$ cat config.mk
export PLATFORM = sky130hd
export DESIGN_NAME = lfsr_pc_unit
export DESIGN_NICKNAME = d
export VERILOG_FILES = /design/src/rtl/pcu_pkg.sv /design/src/rtl/pcu_op_sel.sv /design/src/rtl/pcu_lfsr_step.sv /design/src/rtl/pcu_page_ctl.sv /design/src/rtl/lfsr_pc_unit.sv
export SDC_FILE = /design/constraint.sdc
export NUM_CORES = 1
export LEC_CHECK = 0
export ABC_AREA = 1
export BUFFER_PORTS_ARGS = -buffer_cell sky130_fd_sc_hd__buf_2
export CAP_MARGIN = 30
export CORE_UTILIZATION = 52
export DETAILED_ROUTE_END_ITERATION = 7
export PLACE_DENSITY = 0.75
export SYNTH_ARGS = -nofsm -noshare
export SYNTH_HDL_FRONTEND = slang
export SYNTH_SLANG_ARGS = --single-unit
$ cat constraint.sdc
create_clock -name clk_i -period 1.8 [get_ports clk_i]
set_input_delay 0.18 -clock clk_i [delete_from_list [all_inputs] [get_ports clk_i]]
set_output_delay 0.18 -clock clk_i [all_outputs]
set_load 0.01 [all_outputs]
$ cat src/rtl/pcu_pkg.sv
package pcu_pkg;
  typedef enum logic [2:0] {
    OP_HOLD,
    OP_STEP,
    OP_JUMP,
    OP_CALL,
    OP_RET
  } pcu_op_e;
endpackage

$ cat src/rtl/pcu_op_sel.sv
module pcu_op_sel
  import pcu_pkg::*;
(
  input  logic    adv_i,
  input  logic    branch_i,
  input  logic    call_i,
  input  logic    ret_i,
  input  logic    status_i,
  input  logic    in_sub_i,
  output pcu_op_e op_o
);
  // priority: return, call, branch
  always_comb begin
    if (!adv_i)        op_o = OP_HOLD;
    else if (ret_i)    op_o = in_sub_i ? OP_RET : OP_STEP;
    else if (call_i)   op_o = (status_i && !in_sub_i) ? OP_CALL : OP_STEP;
    else if (branch_i) op_o = status_i ? OP_JUMP : OP_STEP;
    else               op_o = OP_STEP;
  end
endmodule

$ cat src/rtl/pcu_lfsr_step.sv
module pcu_lfsr_step #(
  parameter int W     = 6,
  parameter int TAP_B = 4
) (
  input  logic [W-1:0] cur_i,
  output logic [W-1:0] nxt_o
);
  logic fb;
  // xnor feedback; inverting it when the low W-1 bits are all ones splices the all-ones state in
  always_comb begin
    fb    = ~(cur_i[W-1] ^ cur_i[TAP_B]) ^ (&cur_i[W-2:0]);
    nxt_o = {cur_i[W-2:0], fb};
  end
endmodule

$ cat src/rtl/pcu_page_ctl.sv
module pcu_page_ctl
  import pcu_pkg::*;
#(
  parameter int  PAGE_W      = 4,
  parameter bit  HAS_CHAPTER = 1'b1,
  localparam int CHAP_W      = HAS_CHAPTER ? 1 : 0,
  localparam int HI_W        = PAGE_W + CHAP_W
) (
  input  logic              clk_i,
  input  logic              rst_ni,
  input  pcu_op_e           op_i,
  input  logic              in_sub_i,
  input  logic              ld_i,
  input  logic [PAGE_W-1:0] pbuf_val_i,
  input  logic              chap_val_i,
  output logic [HI_W-1:0]   hi_o
);
  logic [PAGE_W-1:0] page_q, pbuf_q;
  logic              swap, jump_far;

  assign swap     = (op_i == OP_CALL) || (op_i == OP_RET);
  assign jump_far = (op_i == OP_JUMP) && !in_sub_i;

  always_ff @(posedge clk_i or negedge rst_ni) begin
    if (!rst_ni) begin
      page_q <= '0;
      pbuf_q <= '0;
    end else if (swap) begin
      page_q <= pbuf_q;
      pbuf_q <= page_q;
    end else begin
      if (jump_far) page_q <= pbuf_q;
      if (ld_i)     pbuf_q <= pbuf_val_i;
    end
  end

  generate
    if (HAS_CHAPTER) begin : g_chap
      logic chap_q, cbuf_q;
      always_ff @(posedge clk_i or negedge rst_ni) begin
        if (!rst_ni) begin
          chap_q <= 1'b0;
          cbuf_q <= 1'b0;
        end else begin
          if (jump_far)      chap_q <= cbuf_q;
          if (ld_i && !swap) cbuf_q <= chap_val_i;
        end
      end
      assign hi_o = {chap_q, page_q};
    end else begin : g_nochap
      logic unused_chap;
      assign unused_chap = chap_val_i;
      assign hi_o        = page_q;
    end
  endgenerate
endmodule

$ cat src/rtl/lfsr_pc_unit.sv
module lfsr_pc_unit
  import pcu_pkg::*;
#(
  parameter int  PC_W        = 6,
  parameter int  PC_TAP      = 4,
  parameter int  PAGE_W      = 4,
  parameter bit  HAS_CHAPTER = 1'b1,
  localparam int ADDR_W      = PC_W + PAGE_W + (HAS_CHAPTER ? 1 : 0)
) (
  input  logic              clk_i,
  input  logic              rst_ni,
  input  logic              adv_i,
  input  logic              branch_i,
  input  logic              call_i,
  input  logic              ret_i,
  input  logic              status_i,
  input  logic [PC_W-1:0]   target_i,
  input  logic              pbuf_ld_i,
  input  logic [PAGE_W-1:0] pbuf_val_i,
  input  logic              chap_val_i,
  output logic [ADDR_W-1:0] addr_o,
  output logic              in_sub_o
);
  localparam int HI_W = ADDR_W - PC_W;

  pcu_op_e         op;
  logic [PC_W-1:0] pc_q, pc_nxt, ret_q;
  logic            sub_q;
  logic [HI_W-1:0] hi;

  pcu_op_sel u_sel (
    .adv_i   (adv_i),
    .branch_i(branch_i),
    .call_i  (call_i),
    .ret_i   (ret_i),
    .status_i(status_i),
    .in_sub_i(sub_q),
    .op_o    (op)
  );

  pcu_lfsr_step #(.W(PC_W), .TAP_B(PC_TAP)) u_step (
    .cur_i(pc_q),
    .nxt_o(pc_nxt)
  );

  pcu_page_ctl #(.PAGE_W(PAGE_W), .HAS_CHAPTER(HAS_CHAPTER)) u_page (
    .clk_i     (clk_i),
    .rst_ni    (rst_ni),
    .op_i      (op),
    .in_sub_i  (sub_q),
    .ld_i      (pbuf_ld_i),
    .pbuf_val_i(pbuf_val_i),
    .chap_val_i(chap_val_i),
    .hi_o      (hi)
  );

  always_ff @(posedge clk_i or negedge rst_ni) begin
    if (!rst_ni) begin
      pc_q  <= '0;
      ret_q <= '0;
      sub_q <= 1'b0;
    end else begin
      unique case (op)
        OP_STEP: pc_q <= pc_nxt;
        OP_JUMP: pc_q <= target_i;
        OP_CALL: begin
          pc_q  <= target_i;
          ret_q <= pc_nxt;
          sub_q <= 1'b1;
        end
        OP_RET: begin
          pc_q  <= ret_q;
          sub_q <= 1'b0;
        end
        default: ;
      endcase
    end
  end

  assign addr_o   = {hi, pc_q};
  assign in_sub_o = sub_q;
endmodule

Word-level counts from Yosys, hierarchy flattened
Index checks and enable logic that the tools add are counted.
{"block": "word_totals", "input_bits": 19, "ff_bits": 23}
{"block": "op_classes", "eq_ne": 4, "bitwise_logic": 3, "muxes": 13, "reduce_logical": 12}
{"cell": "$pmux 6 s3", "n": 1}
{"cell": "$mux 4", "n": 4}
{"cell": "$mux 3", "n": 5}
{"cell": "$eq 3x2->1 const B", "n": 2}
{"cell": "$reduce_bool 2->1", "n": 3}
{"cell": "$reduce_and 5->1", "n": 1}
{"cell": "$mux 2", "n": 2}
{"cell": "$eq 3x1->1 const B", "n": 1}
{"cell": "$eq 3x3->1 const B", "n": 1}
{"cell": "$logic_and 1x1->1", "n": 3}
{"cell": "$reduce_bool 3->1", "n": 1}
{"cell": "$logic_not 1->1", "n": 2}
{"cell": "$pmux 1 s2", "n": 1}
{"cell": "$reduce_or 2->1", "n": 1}
{"cell": "$xor 1x1->1", "n": 2}
{"cell": "$logic_or 1x1->1", "n": 1}
{"cell": "$not 1->1", "n": 1}

Longest topological paths before layout
{"block": "logic_depth", "word_depth": 10, "depth_mapped": 10}

Cells and area by module
From an unflattened synthesis, not the netlist that was laid out.
{"block": "unflattened", "cells_unflattened": 193, "area_unflattened_um2": 1381.3}
{"module": "lfsr_pc_unit", "area_each_um2": 748.2, "cells_per_inst": 100, "n_inst": 1}
{"module": "pcu_page_ctl", "area_each_um2": 474.2, "cells_per_inst": 58, "n_inst": 1}
{"module": "pcu_lfsr_step", "area_each_um2": 95.1, "cells_per_inst": 19, "n_inst": 1}
{"module": "pcu_op_sel", "area_each_um2": 63.8, "cells_per_inst": 16, "n_inst": 1}

Worst setup path before layout
No wires, ideal clock.
{"block": "synth_timing", "path_kind": "reg2reg", "start": "reg sub_q (netlist: in_sub_o)", "end": "reg u_page.pbuf_q[0]", "required_time_ns": 1.675, "path_stages_with_launch": 10, "path_slack_ns": 0.489, "t_arrival_ns": 1.186, "setup_ns": 0.125, "cell_sequence": "dfrtp_1 > inv_1 > nand2_1 > nand2_1 > nand3_4 > inv_4 > nand2_4 > buf_6 > nand4_1 > nand3_1"}
{"block": "synth_via", "elab_chain_cells": 9, "elab_cells_between_ends": 12}
{"element": "start: declaration", "line_no": "lfsr_pc_unit.sv:28", "rtl": "logic sub_q;"}
{"element": "start signal: assignment", "line_no": "lfsr_pc_unit.sv:61", "rtl": "sub_q <= 1'b0;"}
{"element": "start signal: assignment", "line_no": "lfsr_pc_unit.sv:69", "rtl": "sub_q <= 1'b1;"}
{"element": "start signal: assignment", "line_no": "lfsr_pc_unit.sv:73", "rtl": "sub_q <= 1'b0;"}
{"element": "$logic_not 1->1", "line_no": "pcu_op_sel.sv:16", "rtl": "else if (call_i) op_o = (status_i && !in_sub_i) ? OP_CALL : OP_STEP;"}
{"element": "$logic_and 1x1->1", "line_no": "pcu_op_sel.sv:16"}
{"element": "$mux 2", "line_no": "pcu_op_sel.sv:16"}
{"element": "$mux 3", "line_no": "pcu_op_sel.sv:16"}
{"element": "$mux 3 *", "line_no": "pcu_op_sel.sv:15", "rtl": "else if (ret_i) op_o = in_sub_i ? OP_RET : OP_STEP;"}
{"element": "$mux 3 *", "line_no": "pcu_op_sel.sv:14", "rtl": "if (!adv_i) op_o = OP_HOLD;"}
{"element": "$eq 3x2->1 or $eq 3x3->1 (tied branches)", "line_no": "pcu_page_ctl.sv:21", "rtl": "assign swap = (op_i == OP_CALL) || (op_i == OP_RET);"}
{"element": "$logic_or 1x1->1 *", "line_no": "pcu_page_ctl.sv:21"}
{"element": "$mux 4 or $reduce_bool 2->1 (tied branches)"}
{"element": "end signal: assignment", "line_no": "pcu_page_ctl.sv:30", "rtl": "pbuf_q <= page_q;"}
{"element": "end signal: assignment", "line_no": "pcu_page_ctl.sv:33", "rtl": "if (ld_i) pbuf_q <= pbuf_val_i;"}
{"element": "end: declaration", "line_no": "pcu_page_ctl.sv:18", "rtl": "logic [PAGE_W-1:0] page_q, pbuf_q;"}
Every way passes the cells marked *; elsewhere a longest branch is shown, timed or not.
A chain may end at the register's enable or synchronous reset.

Worst setup path in the final report
{"block": "layout_timing", "start": "reg sub_q (netlist: in_sub_o)", "end": "reg u_page.page_q[2]"}
{"block": "layout_via", "elab_chain_cells": 9, "elab_cells_between_ends": 14}
{"element": "$logic_not 1->1", "line_no": "pcu_op_sel.sv:16, pcu_page_ctl.sv:22"}
{"element": "$logic_and 1x1->1", "line_no": "pcu_op_sel.sv:16"}
{"element": "$mux 2", "line_no": "pcu_op_sel.sv:16"}
{"element": "$mux 3", "line_no": "pcu_op_sel.sv:16"}
{"element": "$mux 3", "line_no": "pcu_op_sel.sv:15"}
{"element": "$mux 3", "line_no": "pcu_op_sel.sv:14"}
{"element": "$eq 3x2->1, or another cell as far along", "line_no": "pcu_page_ctl.sv:21"}
{"element": "$logic_or 1x1->1 or $logic_and 1x1->1 (tied branches)", "line_no": "pcu_page_ctl.sv:21, pcu_page_ctl.sv:22"}
{"element": "$mux 4 or $reduce_bool 2->1 (tied branches)"}
{"element": "end signal: assignment", "line_no": "pcu_page_ctl.sv:29", "rtl": "page_q <= pbuf_q;"}
{"element": "end signal: assignment", "line_no": "pcu_page_ctl.sv:32", "rtl": "if (jump_far) page_q <= pbuf_q;"}
{"element": "end: declaration", "line_no": "pcu_page_ctl.sv:18"}
Several ways; a longest one is shown, not always the timed one.

==> run summary <==
Max Clock Freq = 657.2 MHz
Most frequent cells in the layout = nand2_1, buf_2, dfrtp_1
Share of layout cells above drive strength 1 = 29.35%
Worst-path clk slew = 140 ps
Kind of critical path = reg -> reg
Final worst path period share = 84.54%
Post-CTS setup buffer count = 0
RePlAce Congestion = 0.9357
Std-Cell Rows = 17
Crit path launch type = flip-flop
Seq/Total Area, Yosys = 46.14%
Overflow after GRT = 0
Critical path peak fanout = 23
RSZ-0062 raised after global routing = no
Clock Sinks = 23
Crit end category = flip-flop
Register bit total from synthesis = 23
1st-iter DRT viols = 31
Starting Density = 55.85%
P&R area growth vs syn = 13.64%
Post-Syn Area = 1247 µm²
IO Port Bufs = 30
Worst Skew = 7.332 ps
WL final = 2592 µm
CP Cell Sequence = inv_1 > nand2_1 > nand2_1 > nand3_4 > inv_4 > nand2_4 > nand3_2 > nand2_1 > o21ai_0
DIE AREA = 2599 µm²
FF-to-FF setup slack = 280 ps
Post-route cell area = 1418 µm²
Area occupied by multi-input gates = 539.3 µm²
Pin count of the biggest net entering global routing = 24
H-tree depth = 1
CP arrival = 1740 ps
Maxcap violations = 0
Total GRT Usage = 23.42%
Drt drc = 0
Number of distinct library cells after synthesis = 21
Setup TNS = 0 ps
DRT antenna net count = 0
Crit-path max cell delay = 410 ps
CP Data Required Time = 2020 ps
DP Wirelength = 1952 µm
Hold path startpoint = chap_val_i
Synth Warn # = 0
Vias in the first global route = 1,005
Tmin final = 1522 ps
Final Hold Fails = 0
TritonRoute pass-1 iters = 4
Die W = 50.98 µm
Clock Path Buffers = 2
Post-DR wirelength/cell = 12.23 µm
Cells after Synth = 154
Most common cell on crit path = nand2_1
PwrDens = 1262 nW/µm²
Total CTS buffers = 3
Post-DP Area = 1380 µm²
Global-route wire length before repair = 4450 µm
Avg Cell Area, Syn = 8.100 µm²
Reg2reg start = in_sub_o
HP Class = in -> reg
Via count = 1,089
Core area = 2233 µm²
Buffer and inverter count on the worst path = 2
Rel. slew slack = 66.13%
Most common cell after layout, fill and taps aside = nand2_1
Fin. max-slew vios = 0
Crit path max-delay cell type = dfrtp_1
Mapped Nets = 173
DIE HEIGHT = 50.98 µm
Lkg Pwr = 0.7826 nW
Ports = 31
Hold Slack = 73.06 ps
Ant diodes = 0
Total design power = 1.789 mW
Critical Path Start = in_sub_o
Root Buffer = clkbuf_4
Skew-Pair Late Insertion Delay = 320 ps
Peak VDD IR = 0.7321 mV
Worst-Margin Slew = 508.0 ps
Final Net Count = 204
Outcome = completed
# fillers = 217
Final setup violation count = 0
Initial antenna violation count = 0
Seq. cell area = 575.6 µm²
Via/cell ratio = 5.137
CTS tree = built
Crit-path leading delay family = simple AND/OR/NAND/NOR gates
[final cells by class]
class / instances / area share (%)
inverters: 20 / 5.649
repair buffers: 31 / 11.30
clock inverters: 1 / 0.3530
flip-flops and latches: 23 / 40.60
clock buffers: 3 / 1.589
well taps: 28 / 2.471
multi-input cells: 106 / 38.04
[worst paths after layout]
path | cells after the start | to
worst max-delay path | 9 | u_page.page_q[2]
worst min-delay path | 3 | u_page.g_chap.cbuf_q
worst max register to register | 9 | u_page.page_q[2]
worst min register to register | 2 | ret_q[4]
max in group asynchronous | 2 | pc_q[0]
min in group asynchronous | 2 | u_page.page_q[3]
[where the power goes]
group / total, mW / switching [mW] / leakage [nW] / internal [mW]
Sequential: 0.870 / 0.149 / 0.287 / 0.721
Clock: 0.249 / 0.166 / 0.0177 / 0.0831
Combinational: 0.671 / 0.402 / 0.478 / 0.269
[cells in the mapped netlist, drive strengths merged]
cell	n	area share [%]
nand2	54	17
dfrtp	23	46
inv	20	6.4
nor2	14	5.4
o21ai	12	6.3
nand4	11	5.5
nand3	10	5.4
buf	5	4.2
a21oi	4	2.2
mux2	1	0.90
[kinds of logic (layout without fill, tap and decap cells)]
| family | Yosys count | count (layout) | share of synthesized area [%] |
|---|---|---|---|
| buf+inv | 25 | 55 | 10.63 |
| flops | 23 | 23 | 46.14 |
| simple gates | 89 | 89 | 33.80 |
| mux | 1 | 1 | 0.9026 |
| compound gates | 16 | 16 | 8.525 |
[tightest hold or removal path, delay by kind of cell]
kind                   cells  cell delay (ps)
buffers and inverters      2              130
AO/OA/AOI/OAI              1               50
[flip-flops by register name (all words and copies together), names as in the netlist]
name and cells:
ret_q 6, u_page.page_q 4, u_page.g_chap.cbuf_q 1, in_sub_o 1, u_page.pbuf_q 4, pc_q 6, u_page.g_chap.chap_q 1
[metal layers]
| layer | part of all wire (%) | routed length (µm) | GRT usage, % |
|---|---|---|---|
| met1 | 50 | 1288 | 32.11 |
| met4 | 1.0 | 26 | 8.796 |
| met2 | 45 | 1164 | 36.84 |
| met3 | 4.4 | 113 | 4.167 |
| met5 | 0 | 0 | 0 |
[through the flow]
step	util (%)	instances	setup WS (ps)
2_1_floorplan	-	154	488.9
3_3_place_gp	61.79	207	407.6
3_5_place_dp	61.79	207	294.7
4_1_cts	63.47	212	271.2
5_1_grt	63.47	212	95.24
6_report	63.47	212	278.3
[what timing repair did]
item	4_1_cts	5_1_grt
hold buffers	1	0
resized for setup	0	0
endpoints found under the hold margin	23	0
No activity file was read; power rests on OpenSTA's default activity.
